==> config.mk <==
export PLATFORM = sky130hd
export DESIGN_NAME = tach_capture_chan
export DESIGN_NICKNAME = d
export VERILOG_FILES = /design/src/rtl/tach_pkg.sv /design/src/rtl/tach_sync.sv /design/src/rtl/tach_cmp.sv /design/src/rtl/tach_counter.sv /design/src/rtl/tach_capture_chan.sv
export SDC_FILE = /design/constraint.sdc
export NUM_CORES = 1
export LEC_CHECK = 0
export BUFFER_PORTS_ARGS = -buffer_cell sky130_fd_sc_hd__buf_2
export CORE_ASPECT_RATIO = 0.5
export CORE_UTILIZATION = 30
export DETAILED_ROUTE_END_ITERATION = 16
export HOLD_SLACK_MARGIN = 0.05
export SETUP_SLACK_MARGIN = 0.5
export SLEW_MARGIN = 20
export SYNTH_ARGS = -nofsm -noshare
export SYNTH_HDL_FRONTEND = slang
export SYNTH_SLANG_ARGS = --single-unit
==> constraint.sdc <==
create_clock -name clk -period 8.5 [get_ports clk]
set_input_delay 1.275 -clock clk [delete_from_list [all_inputs] [get_ports clk]]
set_output_delay 1.275 -clock clk [all_outputs]
set_load 0.005 [all_outputs]
==> src/rtl/tach_pkg.sv <==
package tach_pkg;

    typedef enum logic [1:0] {
        EV_NONE      = 2'd0,
        EV_CAPTURE   = 2'd1,
        EV_HIT       = 2'd2,
        EV_UNDERFLOW = 2'd3
    } tach_evt_e;

    typedef enum logic {
        PH_RELOAD = 1'b0,
        PH_RUN    = 1'b1
    } tach_phase_e;

    // Bit order of the packed struct follows the configuration bits 3..0.
    typedef struct packed {
        logic stop_high;
        logic stop_equal;
        logic stop_below;
        logic use_alt;
    } cmp_cfg_t;

    // Ranking of events inside a running measurement: a compare stop wins
    // over a tach edge, which wins over a wrap of the counter.
    function automatic tach_evt_e pick_event(input logic hit,
                                             input logic edge_seen,
                                             input logic wrap);
        if (hit)
            return EV_HIT;
        else if (edge_seen)
            return EV_CAPTURE;
        else if (wrap)
            return EV_UNDERFLOW;
        else
            return EV_NONE;
    endfunction

endpackage

==> src/rtl/tach_sync.sv <==
module tach_sync #(
    parameter int STAGES = 2
) (
    input  logic clk,
    input  logic rst,
    input  logic tach_in,
    input  logic edge_sel,
    output logic edge_o
);
    logic [STAGES:0] pipe;
    logic            rise;
    logic            fall;

    always_ff @(posedge clk) begin
        if (rst)
            pipe <= '0;
        else
            pipe <= {pipe[STAGES-1:0], tach_in};
    end

    assign rise   =  pipe[STAGES-1] & ~pipe[STAGES];
    assign fall   = ~pipe[STAGES-1] &  pipe[STAGES];
    assign edge_o = edge_sel ? fall : rise;

    // A synchronized edge is a single-cycle event.
    assert_edge_pulse_R3: assert property (@(posedge clk) disable iff (rst)
        rise |=> !rise);

endmodule

==> src/rtl/tach_cmp.sv <==
module tach_cmp
    import tach_pkg::*;
#(
    parameter int W = 16
) (
    input  logic [W-1:0] count,
    input  logic [W-1:0] target_a,
    input  logic [W-1:0] target_b,
    input  cmp_cfg_t     cfg,
    output logic         hit
);
    logic [W-1:0] tgt;
    logic         hi_c;
    logic         eq_c;
    logic         lo_c;

    assign tgt  = cfg.use_alt ? target_b : target_a;
    assign hi_c = cfg.stop_high;
    assign eq_c = cfg.stop_equal && (count <= tgt);
    assign lo_c = cfg.stop_below && (tgt != '0) && (count < tgt);
    // Count only moves down by one, so the first condition met is the one
    // of highest rank.
    assign hit  = hi_c | eq_c | lo_c;

endmodule

==> src/rtl/tach_counter.sv <==
module tach_counter
    import tach_pkg::*;
#(
    parameter int W = 16
) (
    input  logic         clk,
    input  logic         rst,
    input  logic         en,
    input  logic         tick,
    input  logic         edge_seen,
    input  logic         hit,
    output logic [W-1:0] count,
    output logic [W-1:0] capture,
    output tach_evt_e    evt
);
    localparam logic [W-1:0] ONE = {{(W-1){1'b0}}, 1'b1};

    tach_phase_e phase;
    tach_evt_e   nxt_evt;

    assign nxt_evt = pick_event(hit, edge_seen, tick && (count == '0));

    always_ff @(posedge clk) begin
        if (rst) begin
            phase   <= PH_RELOAD;
            count   <= '1;
            capture <= '0;
            evt     <= EV_NONE;
        end else begin
            evt <= EV_NONE;
            if (en) begin
                if (phase == PH_RELOAD) begin
                    if (tick) begin
                        count <= '1;
                        phase <= PH_RUN;
                    end
                end else begin
                    case (nxt_evt)
                        EV_HIT: begin
                            evt   <= EV_HIT;
                            phase <= PH_RELOAD;
                        end
                        EV_CAPTURE: begin
                            capture <= count;
                            evt     <= EV_CAPTURE;
                            phase   <= PH_RELOAD;
                        end
                        EV_UNDERFLOW: begin
                            evt   <= EV_UNDERFLOW;
                            phase <= PH_RELOAD;
                        end
                        default: begin
                            if (tick)
                                count <= count - ONE;
                        end
                    endcase
                end
            end
        end
    end

    assert_reload_R2: assert property (@(posedge clk) disable iff (rst)
        (en && phase == PH_RELOAD && tick) |=> (count == '1 && phase == PH_RUN));

    assert_step_R2: assert property (@(posedge clk) disable iff (rst)
        (en && phase == PH_RUN && !hit && !edge_seen && tick && count != '0)
        |=> (count == $past(count) - ONE));

    assert_keep_capture_R8: assert property (@(posedge clk) disable iff (rst)
        (evt == EV_HIT || evt == EV_UNDERFLOW) |-> (capture == $past(capture)));

    assert_frozen_R11: assert property (@(posedge clk) disable iff (rst)
        !en |=> (count == $past(count) && evt == EV_NONE));

    assert_wait_R10: assert property (@(posedge clk) disable iff (rst)
        (en && phase == PH_RELOAD && !tick) |=> (count == $past(count) && evt == EV_NONE));

endmodule

==> src/rtl/tach_capture_chan.sv <==
module tach_capture_chan
    import tach_pkg::*;
#(
    parameter int CNT_W       = 16,
    parameter int SYNC_STAGES = 2
) (
    input  logic             clk,
    input  logic             rst,
    input  logic             enable,
    input  logic             tick,
    input  logic             tach_in,
    input  logic             edge_sel,
    input  logic [CNT_W-1:0] target_a,
    input  logic [CNT_W-1:0] target_b,
    input  logic [3:0]       cmp_cfg,
    output logic [CNT_W-1:0] count,
    output logic [CNT_W-1:0] capture,
    output logic             cap_strobe,
    output logic             hit_strobe,
    output logic             unf_strobe
);
    cmp_cfg_t  cfg_s;
    logic      edge_seen;
    logic      hit;
    tach_evt_e evt;

    assign cfg_s = cmp_cfg_t'(cmp_cfg);

    tach_sync #(.STAGES(SYNC_STAGES)) u_sync (
        .clk      (clk),
        .rst      (rst),
        .tach_in  (tach_in),
        .edge_sel (edge_sel),
        .edge_o   (edge_seen)
    );

    tach_cmp #(.W(CNT_W)) u_cmp (
        .count    (count),
        .target_a (target_a),
        .target_b (target_b),
        .cfg      (cfg_s),
        .hit      (hit)
    );

    tach_counter #(.W(CNT_W)) u_cnt (
        .clk       (clk),
        .rst       (rst),
        .en        (enable),
        .tick      (tick),
        .edge_seen (edge_seen),
        .hit       (hit),
        .count     (count),
        .capture   (capture),
        .evt       (evt)
    );

    assign cap_strobe = (evt == EV_CAPTURE);
    assign hit_strobe = (evt == EV_HIT);
    assign unf_strobe = (evt == EV_UNDERFLOW);

endmodule

==> impl_metrics.json <==
{
  "status": "complete, no violations",
  "first_pass_iters": 5,
  "ant_nets": 0,
  "dieArea_sq_um": 9321,
  "start_kind": "input pin",
  "crit_type": "input pin to register",
  "antenna_cells": 0,
  "worstPathArrival_ns": 4.59,
  "nFillCells": 862,
  "drt-total-wl_microns": 8043,
  "setup_viol": 0,
  "via_per_inst": 5.431,
  "core-area_sq_um": 8317,
  "fin_area_sq_um": 3166,
  "synth.distinct_cells": 60,
  "io_pins": 77,
  "synth_ff_type": "dfxtp_1",
  "hpwl_microns": 5722,
  "min_from": "u_sync.pipe[0]$_SDFF_PP0_",
  "worst_slew_pin_slew_ns": 1.036,
  "ys_ff_latch": 38,
  "max-slew-margin-rel_pct": 30.68,
  "route.detailed.drc": 0,
  "grt.total_usage_pct": 17.20,
  "initial_core_util_pct": 32.16,
  "clock_path_buffers": 2,
  "final_common_cell": "buf_2",
  "critPathMaxFanout": 24,
  "power.leakage_uw": 0.001237,
  "ys_warn_count": 0,
  "async_reset_ff_share_pct": 0,
  "vias": 2623,
  "die_y_microns": 68.77,
  "fin_setup_tns_ns": 0,
  "area_growth_syn_to_layout_pct": 18.34,
  "placed_area_sq_um": 3018,
  "ys_seq_area_share_pct": 28.44,
  "syn_area_sq_um": 2675,
  "antenna_found_initial": 0,
  "synthTopCellsByArea": "dfxtp_1 (28%), ha_1 (8.0%), mux2i_1 (6.0%), a21oi_1 (5.2%), o21ai_0 (3.9%)",
  "avgSynthCellArea_sq_um": 8.714,
  "portBuffers": 76,
  "period_needed_ns": 4.379,
  "slew_viol_final": 0,
  "clkSinkCount": 38,
  "cts-root-buf": "clkbuf_16",
  "rsz0062_at_grt": "false",
  "dp_cells": 475,
  "final_util_pct": 38.06,
  "synth_top_area_cell": "dfxtp_1",
  "fin_skew_ns": 0.005382,
  "numCtsBuffers": 5,
  "synthCells": 307,
  "first_iter_violations": 183,
  "min_path_type": "register to register",
  "rr_startpoint": "u_cnt.count[13]$_SDFFE_PP1P_",
  "drive_above_1_share_pct": 28.03,
  "finalNetCount": 429,
  "gp_congestion": 0.8683,
  "cts_hold_buf": 0,
  "power.density_nw_per_um2": 137.0,
  "grt_pass1_wl_microns": 12190,
  "clk_pin_slew_worst_paths_ns": 0.06,
  "cts_tree": "done",
  "worst_setup_path_end_kind": "register",
  "cap_violations": 0,
  "cts_resized": 0,
  "final-hold-violation-count": 0,
  "overflow": 0,
  "clk_latency_ns": 0.28,
  "most-common-layout-cells": "buf_2 (76), dfxtp_1 (38), a21oi_1 (28)",
  "irDropWorstVdd_v": 0.00006985,
  "synth-edff-count": 0,
  "crit_required_ns": 8.71,
  "worstSetupStartpoint": "cmp_cfg[0]",
  "die_x_microns": 135.5,
  "final_cells": 483,
  "avgRoutedWirePerCell_microns": 16.65,
  "synth_top_area_share_pct": 28.44,
  "fmax_mhz": 228.4,
  "syn_nets": 366,
  "htree_levels": 2,
  "cts_setup_buffers": 0,
  "period_share_pct": 51.52,
  "first_global_vias": 2294,
  "grt_max_degree": 34,
  "rows": 23,
  "hold_slack_ns": 0.4367
}
## worst max-delay path: stages
cell	delay, ns
buf_2	0.43
mux2i_1	0.30
ha_1	0.29
a21o_1	0.16
a21o_1	0.17
a2111o_1	0.45
or3_1	0.40
a32oi_2	0.69
o21ai_0	0.22
a21oi_1	0.18
## layout make-up
cell class              count  area, sq um  share of cell area (%)
clock inverters             1        5.005                  0.1581
clock buffers               7        142.6                   4.506
flip-flops and latches     38        760.7                   24.03
well taps                 112        140.1                   4.427
inverters                   6        22.52                  0.7115
repair buffers             76        380.4                   12.02
multi-input cells         243         1714                   54.15
## kinds of logic (layout without fill, tap and decap cells)
family / Yosys count / after routing / synth area share [%]
AOI/OAI and AO/OA: 95 / 95 / 25.44
adders and majority gates: 17 / 17 / 7.951
buffers and inverters: 26 / 90 / 7.484
DFF: 38 / 38 / 28.44
muxes: 17 / 17 / 6.408
and+or+nand+nor: 114 / 114 / 24.28
## where the power goes
group          internal [uW]  switching, uW
clock network            116           72.0
registers                180           1.43
logic                   24.2           40.2
total                    320            114
## flip-flops by register name, indices dropped and copies added, names as in the netlist
| name | count |
|---|---|
| u_cnt.capture | 16 |
| u_cnt.count | 16 |
| u_sync.pipe | 3 |
| u_cnt.evt | 2 |
| u_cnt.phase | 1 |
## per-layer routing
metal	wire [microns]	up-vias	GRT usage [%]	part of all wire, %
li1	-	1313	-	-
met1	4020	1207	24.01	50
met2	3305	94	26.47	41
met3	635	9	3.289	7.9
met4	82	0	6.039	1.0
met5	0	-	0	0
## per-stage QoR
stage / power, uW / setup WS (ns)
2_1_floorplan: 231.3 / 4.108
3_3_place_gp: 248.6 / 3.923
5_1_grt: 452.2 / 3.864
4_1_cts: 436.0 / 4.086
6_report: 433.7 / 4.121
3_5_place_dp: 249.0 / 3.836
## cells in the mapped netlist, types with 2 or more instances
cell type,n
dfxtp_1,38
a21oi_1,28
nor2_1,21
o21ai_0,21
nand3_1,19
ha_1,17
mux2i_1,16
nor3_1,13
nand2_1,10
clkbuf_1,8
a21o_1,7
nand4_1,7
a211o_2,6
inv_1,6
nor2b_1,6
nor4_1,6
a41oi_1,4
and2_1,4
and3_1,4
and4_1,4
buf_6,4
o31ai_1,4
a311oi_1,3
nand2b_1,3
nor4b_1,3
a211oi_1,2
a22oi_1,2
a311o_2,2
a31o_1,2
and3_2,2
buf_2,2
clkbuf_8,2
o22ai_1,2
or2_2,2
or4_1,2
## final timing paths
| check | to | slack (ns) | depth (start not counted) |
|---|---|---|---|
| max | u_cnt.capture[12]$_SDFFE_PP0P_ | 4.12 | 10 |
| min | u_sync.pipe[1]$_SDFF_PP0_ | 0.44 | 1 |
| max reg2reg | u_cnt.capture[12]$_SDFFE_PP0P_ | 5.22 | 8 |
| min reg2reg | u_sync.pipe[1]$_SDFF_PP0_ | 0.44 | 1 |
Note: power is estimated with default switching activity, not from simulation.
